[src/rtl/stk_xchg_pkg.sv]
package stk_xchg_pkg;
  localparam int BYTE_W     = 8;
  localparam int NB_WIDE    = 3;
  localparam int NB_NARROW  = 2;
  localparam int BASE_NARROW = 5;
  localparam int BASE_WIDE   = 7;
  localparam int REG_W      = NB_WIDE * BYTE_W;
  localparam int SPS_W      = NB_NARROW * BYTE_W;
  localparam int CNT_W      = $clog2(BASE_WIDE + 3);
  localparam int K_W        = $clog2(NB_WIDE);

  function automatic logic pick_wide(logic mode, logic fs, logic fl);
    return mode ? !fs : fl;
  endfunction

  function automatic logic pick_ovr(logic mode, logic fs, logic fl);
    return mode ? fs : fl;
  endfunction
endpackage

[src/rtl/stk_xchg_ctl.sv]
module stk_xchg_ctl
  import stk_xchg_pkg::*;
(
  input  logic             clk_i,
  input  logic             rst_ni,
  input  logic             start_i,
  input  logic [CNT_W-1:0] len_i,
  output logic             busy_o,
  output logic             done_o,
  output logic [CNT_W-1:0] cnt_o
);
  logic             busy_q;
  logic [CNT_W-1:0] cnt_q, len_q;

  always_ff @(posedge clk_i or negedge rst_ni) begin
    if (!rst_ni) begin
      busy_q <= 1'b0;
      cnt_q  <= '0;
      len_q  <= '0;
    end else if (!busy_q) begin
      if (start_i) begin
        busy_q <= 1'b1;
        cnt_q  <= CNT_W'(1);
        len_q  <= len_i;
      end
    end else if (cnt_q == len_q) begin
      busy_q <= 1'b0;
    end else begin
      cnt_q <= cnt_q + 1'b1;
    end
  end

  assign busy_o = busy_q;
  assign done_o = busy_q && (cnt_q == len_q);
  assign cnt_o  = cnt_q;

  p_done_single_r5: assert property (@(posedge clk_i) disable iff (!rst_ni)
    done_o |=> !done_o);
  p_done_ends_r6: assert property (@(posedge clk_i) disable iff (!rst_ni)
    done_o |=> !busy_o);
  p_busy_holds_r6: assert property (@(posedge clk_i) disable iff (!rst_ni)
    (busy_o && !done_o) |=> busy_o);
endmodule

[src/rtl/stk_xchg_agen.sv]
module stk_xchg_agen
  import stk_xchg_pkg::*;
(
  input  logic             clk_i,
  input  logic             rst_ni,
  input  logic             accept_i,
  input  logic             wide_i,
  input  logic [REG_W-1:0] sp_long_i,
  input  logic [SPS_W-1:0] sp_short_i,
  input  logic [K_W-1:0]   k_i,
  output logic             wide_o,
  output logic [REG_W-1:0] addr_o
);
  logic             wide_q;
  logic [REG_W-1:0] base_q;
  logic [SPS_W-1:0] short_addr;

  always_ff @(posedge clk_i or negedge rst_ni) begin
    if (!rst_ni) begin
      wide_q <= 1'b0;
      base_q <= '0;
    end else if (accept_i) begin
      wide_q <= wide_i;
      base_q <= wide_i ? sp_long_i : {{(REG_W-SPS_W){1'b0}}, sp_short_i};
    end
  end

  // narrow form wraps inside the 16-bit space
  assign short_addr = base_q[SPS_W-1:0] + SPS_W'(k_i);
  assign addr_o = wide_q ? base_q + REG_W'(k_i)
                         : {{(REG_W-SPS_W){1'b0}}, short_addr};
  assign wide_o = wide_q;
endmodule

[src/rtl/stk_xchg_data.sv]
module stk_xchg_data
  import stk_xchg_pkg::*;
(
  input  logic              clk_i,
  input  logic              rst_ni,
  input  logic              accept_i,
  input  logic [REG_W-1:0]  reg_i,
  input  logic              wr_i,
  input  logic [K_W-1:0]    k_i,
  input  logic [BYTE_W-1:0] rdata_i,
  output logic [BYTE_W-1:0] wdata_o,
  output logic [REG_W-1:0]  src_o,
  output logic [REG_W-1:0]  res_o
);
  logic [REG_W-1:0] src_q, res_q;

  always_ff @(posedge clk_i or negedge rst_ni) begin
    if (!rst_ni) src_q <= '0;
    else if (accept_i) src_q <= reg_i;
  end

  for (genvar g = 0; g < NB_WIDE; g++) begin : g_lane
    always_ff @(posedge clk_i or negedge rst_ni) begin
      if (!rst_ni) res_q[g*BYTE_W +: BYTE_W] <= '0;
      else if (accept_i) res_q[g*BYTE_W +: BYTE_W] <= reg_i[g*BYTE_W +: BYTE_W];
      else if (wr_i && (k_i == K_W'(g))) res_q[g*BYTE_W +: BYTE_W] <= rdata_i;
    end
  end

  assign wdata_o = src_q[k_i*BYTE_W +: BYTE_W];
  assign src_o   = src_q;
  assign res_o   = res_q;
endmodule

[src/rtl/stk_xchg_seq.sv]
module stk_xchg_seq
  import stk_xchg_pkg::*;
(
  input  logic              clk_i,
  input  logic              rst_ni,
  input  logic              start_i,
  input  logic              wide_mode_i,
  input  logic              force_short_i,
  input  logic              force_long_i,
  input  logic              index_reg_i,
  input  logic [REG_W-1:0]  reg_i,
  input  logic [REG_W-1:0]  sp_long_i,
  input  logic [SPS_W-1:0]  sp_short_i,
  output logic [REG_W-1:0]  mem_addr_o,
  output logic              mem_rd_o,
  output logic              mem_wr_o,
  output logic [BYTE_W-1:0] mem_wdata_o,
  input  logic [BYTE_W-1:0] mem_rdata_i,
  output logic [REG_W-1:0]  reg_o,
  output logic              busy_o,
  output logic              done_o
);
  logic             wide_sel, ovr_sel, accept, wide_q, xfer;
  logic [CNT_W-1:0] len, cnt, nb2;
  logic [K_W-1:0]   k;
  logic [REG_W-1:0] src;

  assign wide_sel = pick_wide(wide_mode_i, force_short_i, force_long_i);
  assign ovr_sel  = pick_ovr(wide_mode_i, force_short_i, force_long_i);
  assign len = (wide_sel ? CNT_W'(BASE_WIDE) : CNT_W'(BASE_NARROW))
             + CNT_W'(ovr_sel) + CNT_W'(index_reg_i);
  assign accept = start_i && !busy_o;

  stk_xchg_ctl u_ctl (
    .clk_i, .rst_ni, .start_i, .len_i(len),
    .busy_o, .done_o, .cnt_o(cnt)
  );

  stk_xchg_agen u_agen (
    .clk_i, .rst_ni, .accept_i(accept), .wide_i(wide_sel),
    .sp_long_i, .sp_short_i, .k_i(k), .wide_o(wide_q), .addr_o(mem_addr_o)
  );

  // odd count = read of byte k, following even count = write of byte k
  assign nb2  = wide_q ? CNT_W'(2*NB_WIDE) : CNT_W'(2*NB_NARROW);
  assign xfer = busy_o && (cnt <= nb2);
  assign k    = K_W'((cnt - 1'b1) >> 1);
  assign mem_rd_o = xfer &&  cnt[0];
  assign mem_wr_o = xfer && !cnt[0];

  stk_xchg_data u_data (
    .clk_i, .rst_ni, .accept_i(accept), .reg_i,
    .wr_i(mem_wr_o), .k_i(k), .rdata_i(mem_rdata_i),
    .wdata_o(mem_wdata_o), .src_o(src), .res_o(reg_o)
  );

  p_rw_excl_r7: assert property (@(posedge clk_i) disable iff (!rst_ni)
    !(mem_rd_o && mem_wr_o));
  p_wr_after_rd_r7: assert property (@(posedge clk_i) disable iff (!rst_ni)
    mem_wr_o |-> $past(mem_rd_o) && (mem_addr_o == $past(mem_addr_o)));
  p_idle_quiet_r9: assert property (@(posedge clk_i) disable iff (!rst_ni)
    !busy_o |-> !mem_rd_o && !mem_wr_o && !done_o);
  p_upper_kept_r2: assert property (@(posedge clk_i) disable iff (!rst_ni)
    (done_o && !wide_q) |-> reg_o[REG_W-1 -: BYTE_W] == src[REG_W-1 -: BYTE_W]);
  p_narrow_high_zero_r4: assert property (@(posedge clk_i) disable iff (!rst_ni)
    (busy_o && !wide_q) |-> mem_addr_o[REG_W-1:SPS_W] == '0);
  p_hold_r8: assert property (@(posedge clk_i) disable iff (!rst_ni)
    (!busy_o && !start_i) |=> $stable(reg_o));
endmodule

[config.mk]
export PLATFORM = sky130hd
export DESIGN_NAME = stk_xchg_seq
export DESIGN_NICKNAME = d
export VERILOG_FILES = /design/src/rtl/stk_xchg_pkg.sv /design/src/rtl/stk_xchg_ctl.sv /design/src/rtl/stk_xchg_agen.sv /design/src/rtl/stk_xchg_data.sv /design/src/rtl/stk_xchg_seq.sv
export SDC_FILE = /design/constraint.sdc
export NUM_CORES = 1
export LEC_CHECK = 0
export ABC_AREA = 1
export BUFFER_PORTS_ARGS = -buffer_cell sky130_fd_sc_hd__buf_2
export CAP_MARGIN = 20
export CORE_MARGIN = 5
export CORE_UTILIZATION = 50
export CTS_BUF_LIST = sky130_fd_sc_hd__clkbuf_4 sky130_fd_sc_hd__clkbuf_8
export CTS_CLUSTER_DIAMETER = 150
export DETAILED_ROUTE_END_ITERATION = 7
export GPL_TIMING_DRIVEN = 1
export PLACE_DENSITY = 0.85
export SYNTH_ARGS = -nofsm -noshare
export SYNTH_HDL_FRONTEND = slang
export SYNTH_HIERARCHICAL = 1
export SYNTH_SLANG_ARGS = --single-unit
[constraint.sdc]
create_clock -name clk_i -period 2.9 [get_ports clk_i]
set_input_delay 0.29 -clock clk_i [delete_from_list [all_inputs] [get_ports clk_i]]
set_output_delay 0.29 -clock clk_i [all_outputs]
set_load 0.03 [all_outputs]
==> qor.csv, run 1 <==
stage;metric;value;unit
timing;maxSlewViolCount;0;
cts;cts_buffers;9;
synth;synth_area_per_cell;7.51;um2
run;drv_cap;0;
timing;finClkSkew;0.0126;ns
global_routing;grt_max_degree;83;
critical_path;crit_path_end_kind;output port;
synth;synth_top_area_frac;0.437;
detailed_routing;drtAntennaViolNets;0;
placed_design;numPortBuffers;138;
global_routing;grt_remaining_overflow;0;
timing;tightest_slew;0.656;ns
critical_path;crit_arrival;2.47;ns
synth;synth-seq-area-share;0.437;
pwr;combPwrFrac;0.595;
timing;fmax;0.362;GHz
layout;fill_cells;796;
placed_design;hpwl;9940;um
synth;yosysWarnings;6;
cts;clk_latency;0.35;ns
detailed_routing;post_drt_wl_per_cell;15.0;um
timing;setup_violations;0;
cts;htree_levels;3;
timing;max-slew-margin-rel;0.561;
pwr;p_seq_frac;0.292;
layout;final_cells;881;
critical_path;cp.required;2.61;ns
pwr;vdd_ir_drop_max;0.799;mV
synth;synth_area_leader_cell;dfrtp_1;
timing;whs;0.176;ns
detailed_routing;first_pass_iters;5;
detailed_routing;drt-vias-per-instance;5.31;
layout;diodes;0;
synth;syn-num-nets;712;
timing;min_period_over_period;0.952;
global_routing;first_global_vias;4545;
synth;netlist_instances;625;
floorplan;fp-row-count;35;
cts;clkTransAtPathRegs;0.09;ns
floorplan;ios;139;
synth;ys_seq_elements;82;
status;status;complete, no violations;
synth;yosys-top-cells-area;dfrtp_1 (44%), nand2_1 (17%), nand3_1 (6.2%), inv_1 (5.0%), o21ai_1 (4.1%);
floorplan;die_area;11400;um2
timing;rsz0062_at_grt;false;
pwr;netSwitchingFraction;0.537;
critical_path;crit_type;register to output port;
detailed_routing;drtIter0Drc;406;
floorplan;die_y;107;um
global_routing;antenna_found_initial;0;
layout;final_nets;852;
timing;setup_tns;0;ns
pwr;clockPowerShare;0.113;
layout;layout-drive-gt1-share;0.271;
detailed_routing;drc;0;
timing;finalHoldViolCount;0;
floorplan;coreArea;9200;um2
critical_path;worstPathMaxFanout;4;
synth;netlist_area;4690;um2
placed_design;gp_congestion;0.940;
timing;fin_ws;0.141;ns
cts;clock_sinks;82;
pwr;internal_power;3.48;mW
detailed_routing;vias;4675;
cts;tritoncts;yes;
critical_path;crit_path_start_kind;register;
layout;syn_to_final_growth;22.7;%
global_routing;grt.total_usage;0.232;
global_routing;grt_pass1_wl;21500;um
timing;period_needed;2.76;ns
placed_design;dpl_worst_slack;0.415;ns
placed_design;place_inst;858;
detailed_routing;totalWireLength;13200;um
pwr;power.switching;4.03;mW
floorplan;start_util;0.510;
floorplan;die_w;107;um
synth;synthDistinctLibCells;27;
cts;cts.path.max_buffers;2;
pwr;p_leak;3.15;nW
pwr;power_density;1300;nW/um2
cts;cts_root_buf;clkbuf_8;
hold_path;hold_class;input pin to register;
==> layout make-up <==
type	instances	area, um2	area share
timing repair buffer	151	843	0.146
tap	111	139	0.0241
clock buffer	9	124	0.0215
multi-input combinational	454	2270	0.394
sequential	82	2050	0.357
inverter	67	251	0.0437
clock inverter	7	77.6	0.0135
==> power by group through the flow <==
| stage | sequential [mW] | combinational [mW] | clock [mW] |
|---|---|---|---|
| floorplan | 2.38 | 2.90 | 0 |
| detailed placement | 2.20 | 4.35 | 0 |
| CTS | 2.19 | 4.38 | 0.865 |
| finish | 2.19 | 4.46 | 0.848 |
| global placement | 2.18 | 4.29 | 0 |
| global route | 2.26 | 4.86 | 0.930 |
==> state kept, by name (all words and copies together) (netlist names) <==
name,cells
u_ctl/cnt_o,4
u_data/src_o,24
u_ctl/len_q,4
u_agen/base_q,24
u_ctl/busy_o,1
u_data/res_o,24
u_agen/wide_o,1
==> worst max-delay path: stages, from the launching register on <==
cell and delay, ns:
dfrtp_2 0.39, inv_1 0.06, ha_1 0.27, inv_1 0.05, ha_1 0.22, fa_2 0.36
nand2_2 0.15, nor2_4 0.06, buf_4 0.13, nand3_1 0.07, nand2_1 0.06, nor2_1 0.09
buf_2 0.21
==> synth_stat cells <==
cell and count:
nand2_4 6, o21ai_0 19, xor2_1 14, inv_2 4, nand4_1 3, nor2_1 50, o22ai_1 6, buf_6 7
nand3_2 1, nand2_1 210, inv_1 63, nor2_2 6, o21ai_1 38, nand3_1 58, nor2_4 8, a31oi_1 10
fa_1 1, dfrtp_1 82, nand3_4 2, o21ai_2 2, nand2_2 7, nor2_8 1, ha_1 7, nor3_1 1
buf_2 7, a21oi_1 4, clkbuf_1 8
==> stage by stage <==
step                      total power, mW   util  area, um2
after detailed placement             6.55  0.595       5470
after global routing                 8.05  0.626       5760
final                                7.50  0.626       5760
after global placement               6.47  0.595       5470
after floorplan                      5.29      -       4700
after CTS                            7.43  0.616       5670
==> worst paths after layout <==
path / start / to / slack (ns) / depth (start not counted)
max reg2reg: u_agen/wide_o / u_data/res_o[14] / 0.74 / 9
max: u_ctl/cnt_o[1] / mem_addr_o[20] / 0.14 / 12
min reg2reg: u_data/src_o[20] / u_data/src_o[20] / 0.48 / 2
min in group asynchronous: rst_ni / u_data/res_o[2] / 0.30 / 2
min: reg_i[18] / u_data/src_o[18] / 0.18 / 3
max in group asynchronous: rst_ni / u_ctl/cnt_o[0] / 1.99 / 3
==> logic make-up after synthesis <==
kind of cell,after synthesis,synth area share
compound gates,79,0.0901
xor+xnor,14,0.0261
fa+ha+maj,8,0.0229
buf+inv,89,0.0842
flops,82,0.437
simple gates,353,0.340
==> placed cells by master, fill, tap and decap left out, types with 3 or more instances in the layout <==
cell type and instances:
inv_2 4, o21ai_0 18, nand2_1 210, ha_1 7, xor2_1 13, nor2_1 49, nor2_4 9, dfrtp_1 80
a21oi_1 4, nand2_4 6, buf_4 12, o22ai_1 6, nor2_2 6, a31oi_1 10, buf_2 135, nand3_1 58
clkbuf_8 9, inv_1 63, nand2_2 7, nand4_1 3, o21ai_1 39
==> per-layer routing <==
| metal | global-route usage | vias to the layer above | wire (um) |
|---|---|---|---|
| li1 | - | 2260 | - |
| met5 | 0 | - | 0 |
| met1 | 0.321 | 2177 | 5590 |
| met3 | 0.0524 | 19 | 1170 |
| met4 | 0.0484 | 0 | 184 |
| met2 | 0.377 | 219 | 6260 |
==> what timing repair did <==
item,in CTS,in global routing
hold buffers,0,1
endpoints found under the hold margin,0,7
setup endpoints to repair,0,18
setup buffers,0,5
gates resized for setup,0,8
Note: power is estimated with default switching activity, not from simulation.
==> inputs of run 2 (changes only) <==
CELL_PAD_IN_SITES_DETAIL_PLACEMENT = 1   (was default)
CELL_PAD_IN_SITES_GLOBAL_PLACEMENT = 1   (was default)
CORE_UTILIZATION = 38   (was 50)
PLACE_DENSITY = 0.89   (was 0.85)
==> run 2 against run 1 <==
  * Die area rose by 28%
  * Clock power rose by 4.8%
  * Power rose by 2.6%
  * First-iteration DRC count fell by 29%
  * Wire length rose by 19%
  * Critical path depth did not move
  * Worst hold slack got worse by 0.016 ns
  * Largest cell class unchanged
  * Sequential share of layout area fell by 0.54 points
  * Via count rose by 1.3%
  * Clock skew rose by 0.00088 ns
==> qor.csv, run 2 (synthesis results as in run 1) <==
stage;metric;value;unit;change
status;status;complete, no violations;;
global_routing;grt_remaining_overflow;0;;unchanged
critical_path;crit_type;register to output port;;
placed_design;place_inst;918;;+7.0%
floorplan;start_util;0.389;;-0.121
critical_path;crit_arrival;2.54;ns;+0.07 ns
layout;final_cells;942;;+6.9%
pwr;netSwitchingFraction;0.546;;+0.00938
timing;finClkSkew;0.0135;ns;+0.000884 ns
cts;htree_levels;3;;unchanged
layout;finalInstanceArea;5850;um2;+1.5%
cts;clk_latency;0.37;ns;+0.02 ns
global_routing;first_global_vias;5043;;+11%
layout;diodes;0;;unchanged
layout;final_nets;856;;+0.47%
timing;fin_ws;0.0706;ns;-0.0699 ns
floorplan;die_w;121;um;+13%
critical_path;crit_path_end_kind;output port;;
critical_path;critPathBufInv;3;;-1
hold_path;min-delay-start;reg_i[22];;
detailed_routing;drtAntennaViolNets;0;;unchanged
timing;fmax;0.353;GHz;-2.5%
global_routing;grt.total_usage;0.216;;-0.0168
floorplan;die_y;121;um;+13%
global_routing;grt_pass1_wl;25200;um;+18%
layout;layout_commonest_cell;nand2_1;;
critical_path;worst_r2r_path_depth;9;;unchanged
critical_path;critPathSlowestCell;dfrtp_2;;
detailed_routing;maxUsedRoutingLayer;met4;;
timing;maxSlewViolCount;0;;unchanged
critical_path;crit_chain;inv_1, ha_1, inv_1, ha_2, fa_2, nand2_4, nor2_4, nand2_2, o21ai_1, nand2_1, nor2_1, buf_4;;
cts;cts_buffers;9;;unchanged
floorplan;die_area;14700;um2;+28%
pwr;power_density;1320;nW/um2;+1.0%
hold_path;hold_depth;3;;unchanged
critical_path;reg2reg_to;u_data/res_o[9];;
global_routing;grt_max_degree;83;;unchanged
layout;final_cell_mix;nand2_1 (209), buf_2 (135), dfrtp_1 (80);;
pwr;vdd_ir_drop_max;0.738;mV;-7.6%
critical_path;crit_path_start_kind;register;;
hold_path;hold_class;input pin to register;;
run;drv_cap;0;;unchanged
floorplan;coreArea;12100;um2;+31%
critical_path;rr_startpoint;u_agen/wide_o;;
cts;clock_sinks;82;;unchanged
cts;tritoncts;yes;;
cts;clkTransAtPathRegs;0.10;ns;about the same
placed_design;detailed_place.area;5540;um2;+1.3%
floorplan;fp-row-count;40;;+14%
critical_path;cp_num_cells;12;;unchanged
layout;fill_cells;1559;;+96%
pwr;p_leak;3.16;nW;+0.32%
detailed_routing;met1_length;6920;um;+24%
pwr;clockPowerShare;0.116;;+0.003
critical_path;max_stage_delay;0.43;ns;+0.04 ns
placed_design;dpl_worst_slack;0.299;ns;-0.116 ns
timing;max-slew-margin-rel;0.468;;-0.0927
detailed_routing;drtIter0Drc;289;;-29%
detailed_routing;drc;0;;unchanged
timing;setup_violations;0;;unchanged
timing;whs;0.160;ns;-0.0159 ns
layout;syn_to_final_growth;24.6;%;
pwr;combPwrFrac;0.598;;+0.003
critical_path;worst-r2r-setup-slack;0.68;ns;-0.06 ns
detailed_routing;met3_length;831;um;-29%
critical_path;cpLargestDelayFamily;adder cells;;
pwr;power;7.70;mW;+2.6%
cts;cts_root_buf;clkbuf_8;;
global_routing;antenna_found_initial;0;;unchanged
timing;tightest_slew;0.797;ns;+0.140 ns
timing;period_needed;2.83;ns;+0.0699 ns
layout;layout-drive-gt1-share;0.279;;+0.00764
placed_design;numPortBuffers;138;;unchanged
pwr;internal_power;3.49;mW;+0.48%
detailed_routing;first_pass_iters;4;;-1
timing;finalHoldViolCount;0;;unchanged
detailed_routing;post_drt_wl_per_cell;16.7;um;+11%
floorplan;ios;139;;unchanged
hold_path;holdPathEnd;u_data/src_o[22];;
detailed_routing;vias;4735;;+1.3%
placed_design;gp_congestion;0.862;;-8.3%
detailed_routing;wl_met2;7740;um;+24%
detailed_routing;totalWireLength;15700;um;+19%
critical_path;cp.required;2.61;ns;about the same
pwr;power.switching;4.20;mW;+4.4%
detailed_routing;drt-vias-per-instance;5.03;;-5.3%
cts;cts.path.max_buffers;2;;unchanged
critical_path;worstPathMaxFanout;3;;-1
placed_design;hpwl;12000;um;+21%
critical_path;cp_common_cell;inv_1;;
timing;min_period_over_period;0.976;;+0.0241
pwr;p_seq_frac;0.287;;-0.005
-- run 2: metrics by stage --
| step | TNS (ns) | util |
|---|---|---|
| 2_1_floorplan | 0 | - |
| 3_3_place_gp | 0 | 0.459 |
| 3_5_place_dp | 0 | 0.459 |
| 4_1_cts | 0 | 0.477 |
| 5_1_grt | -0.0804 | 0.485 |
| 6_report | 0 | 0.485 |
-- run 2: layout make-up --
| cell class | count | area (um2) | share of cell area |
|---|---|---|---|
| Multi-Input combinational cell | 454 | 2280 | 0.390 |
| Clock buffer | 9 | 124 | 0.0212 |
| Sequential cell | 82 | 2050 | 0.351 |
| Inverter | 67 | 251 | 0.0430 |
| Tap cell | 168 | 210 | 0.0359 |
| Clock inverter | 7 | 81.3 | 0.0139 |
| Timing Repair Buffer | 155 | 848 | 0.145 |
-- run 2: metal layers --
metal,global-route usage,up-vias
met2,0.361,120
li1,-,2268
met5,0,-
met3,0.0434,18
met4,0.0651,0
met1,0.282,2329
-- run 2: worst register-to-register path, cell delays in order (launching register included) --
cell and delay (ns):
dfrtp_1 0.51, ha_1 0.35, nand2_1 0.06, nand2_1 0.06, nand2_1 0.06, nor2_1 0.51
nand3_4 0.27, nand2_4 0.18, nand2_1 0.08, nand2_1 0.09
-- run 2: worst max-delay path by stage --
| stage | from | to | slack [ns] |
|---|---|---|---|
| 3_3_place_gp | u_ctl/cnt_o[0] | mem_addr_o[20] | 0.47 |
| 6_report | u_ctl/cnt_o[1] | mem_addr_o[16] | 0.07 |
| 5_1_grt | u_ctl/cnt_o[1] | mem_addr_o[16] | -0.07 |
| 2_1_floorplan | u_ctl/cnt_o[0] | mem_addr_o[12] | 0.21 |
| 3_5_place_dp | u_ctl/cnt_o[0] | mem_addr_o[16] | 0.30 |
| 4_1_cts | u_ctl/cnt_o[1] | mem_addr_o[16] | 0.003 |
-- run 2: timing repair --
action | 4_1_cts | 5_1_grt
hold endpoints to repair | 0 | 10
buffers inserted | 1 | 5
hold buffers | 0 | 1
endpoints found under the setup margin | 10 | 8
pin swaps | 0 | 5
gates resized for setup | 3 | 6
-- run 2: power by group through the flow --
stage	logic, mW	clock network [mW]	registers, mW
2_1_floorplan	2.90	0	2.38
3_3_place_gp	4.31	0	2.17
3_5_place_dp	4.47	0	2.22
4_1_cts	4.53	0.911	2.20
5_1_grt	5.02	0.958	2.28
6_report	4.60	0.889	2.21
==> inputs of run 3 (changes only) <==
CORE_UTILIZATION = 35   (was 38)
PLACE_DENSITY = 0.79   (was 0.89)
==> run 3 against run 2 <==
  * Wire length shrank 1.8%
  * Power shrank 1.2%
  * Sequential power is essentially flat
  * Fmax grew 3.2%
  * Clock power shrank 14%
  * First-iteration DRC count shrank 4.5%
  * Core utilization shrank 4.0 points
  * Combinational power grew 1%
==> qor.csv, run 3 (synthesis results as in run 1) <==
stage;metric;value;unit;change
status;status;complete, no violations;;
detailed_routing;drtAntennaViolNets;0;;unchanged
cts;clk_latency;0.37;ns;about the same
layout;final_cells;951;;+0.96%
cts;cts_root_buf;clkbuf_8;;
layout;final_cell_mix;nand2_1 (209), buf_2 (136), dfrtp_1 (80);;
pwr;p_leak;3.15;nW;about the same
detailed_routing;totalWireLength;15400;um;-1.8%
critical_path;crit_path_end_kind;output port;;
detailed_routing;first_pass_iters;4;;unchanged
critical_path;worstPathMaxFanout;5;;+2
critical_path;cp.required;2.61;ns;about the same
timing;fin_ws;0.158;ns;+0.0871 ns
timing;max-slew-margin-rel;0.540;;+0.0717
cts;cts.path.max_buffers;2;;unchanged
layout;layout_commonest_cell;nand2_1;;
placed_design;dpl_worst_slack;0.401;ns;+0.102 ns
cts;clock_sinks;82;;unchanged
detailed_routing;drtIter0Drc;276;;-4.5%
detailed_routing;vias;4617;;-2.5%
layout;final_nets;857;;+0.12%
detailed_routing;drt-vias-per-instance;4.85;;-3.4%
timing;setup_violations;0;;unchanged
timing;finalHoldViolCount;0;;unchanged
critical_path;crit_type;register to output port;;
floorplan;ios;139;;unchanged
floorplan;die_y;126;um;+3.9%
cts;clkTransAtPathRegs;0.09;ns;about the same
placed_design;numPortBuffers;138;;unchanged
cts;tritoncts;yes;;
global_routing;first_global_vias;4863;;-3.6%
critical_path;crit_path_start_kind;register;;
critical_path;crit_arrival;2.45;ns;-0.09 ns
cts;htree_levels;3;;unchanged
hold_path;hold_class;input pin to register;;
timing;tightest_slew;0.689;ns;-0.107 ns
timing;fmax;0.365;GHz;+3.2%
detailed_routing;drc;0;;unchanged
timing;finClkSkew;0.00600;ns;-0.00751 ns
global_routing;antenna_found_initial;0;;unchanged
timing;min_period_over_period;0.946;;-0.0300
layout;syn_to_final_growth;24.9;%;
cts;cts_buffers;9;;unchanged
detailed_routing;post_drt_wl_per_cell;16.2;um;-2.7%
floorplan;start_util;0.356;;-0.0333
global_routing;grt.total_usage;0.192;;-0.0231
pwr;vdd_ir_drop_max;0.561;mV;-24%
timing;maxSlewViolCount;0;;unchanged
global_routing;grt_remaining_overflow;0;;unchanged
floorplan;die_area;15800;um2;+7.8%
floorplan;coreArea;13200;um2;+9.4%
placed_design;gp_congestion;0.850;;-1.4%
pwr;power_density;1300;nW/um2;-1.4%
placed_design;hpwl;11700;um;-2.2%
floorplan;fp-row-count;42;;+5.0%
timing;period_needed;2.74;ns;-0.0871 ns
global_routing;grt_max_degree;83;;unchanged
placed_design;place_inst;926;;+0.87%
layout;diodes;0;;unchanged
run;drv_cap;0;;unchanged
floorplan;die_w;126;um;+3.9%
global_routing;grt_pass1_wl;24700;um;-2.3%
layout;layout-drive-gt1-share;0.284;;+0.00480
timing;whs;0.154;ns;-0.00578 ns
run 3: critical path, stage by stage (launching register included):
cell     delay [ns]
dfrtp_2        0.42
inv_2          0.06
ha_1           0.22
xor2_2         0.20
ha_1           0.30
nand3_1        0.08
nand2_2        0.17
nand2_4        0.11
nor2_8         0.13
nand3_1        0.09
nand2_1        0.09
nor2_1         0.04
buf_2          0.17
run 3: worst paths after layout:
kind                             startpoint                to  slack (ns)  cells after the start
hold / removal                    reg_i[17]  u_data/src_o[17]        0.15                      3
setup / recovery             u_ctl/cnt_o[0]    mem_addr_o[19]        0.16                     12
hold reg to reg            u_data/src_o[20]  u_data/src_o[20]        0.47                      2
min in group asynchronous            rst_ni   u_data/res_o[8]        0.30                      2
max in group asynchronous            rst_ni    u_ctl/cnt_o[0]        2.00                      3
setup reg to reg              u_agen/wide_o  u_data/res_o[17]        0.75                      9
run 3: power breakdown:
| group | internal, mW | switching, mW |
|---|---|---|
| clock | 0.323 | 0.441 |
| sequential | 1.70 | 0.497 |
| combinational | 1.42 | 3.22 |
run 3: metal layers:
| metal | share of wire | vias to the layer above | global-route usage |
|---|---|---|---|
| met5 | 0 | - | 0 |
| met4 | 0.012 | 0 | 0.0511 |
| met3 | 0.047 | 11 | 0.0390 |
| met2 | 0.49 | 108 | 0.328 |
| met1 | 0.45 | 2233 | 0.251 |
| li1 | - | 2265 | - |
run 3: repair_timing:
action                                  4_1_cts  5_1_grt
hold buffers                                  0        1
buffers inserted                              0        7
pin swaps                                     0        3
endpoints found under the hold margin         0       11
endpoints found under the setup margin        6       17
resized for setup                             1       13
run 3: area by class of cell:
cell class                 count  area, um2
sequential                    82       2050
clock buffer                  10        131
tap                          176        220
fill                        1707       7330
clock inverter                 6       42.5
timing repair buffer         156        870
inverter                      67        251
multi-input combinational    454       2290
run 3: per-stage QoR:
stage | utilization | TNS (ns) | instance area [um2] | power, mW
6_report | 0.445 | 0 | 5860 | 7.61
2_1_floorplan | - | 0 | 4700 | 5.29
3_3_place_gp | 0.422 | 0 | 5560 | 6.53
4_1_cts | 0.435 | 0 | 5740 | 7.51
5_1_grt | 0.445 | -0.00796 | 5860 | 8.19
3_5_place_dp | 0.422 | 0 | 5560 | 6.70
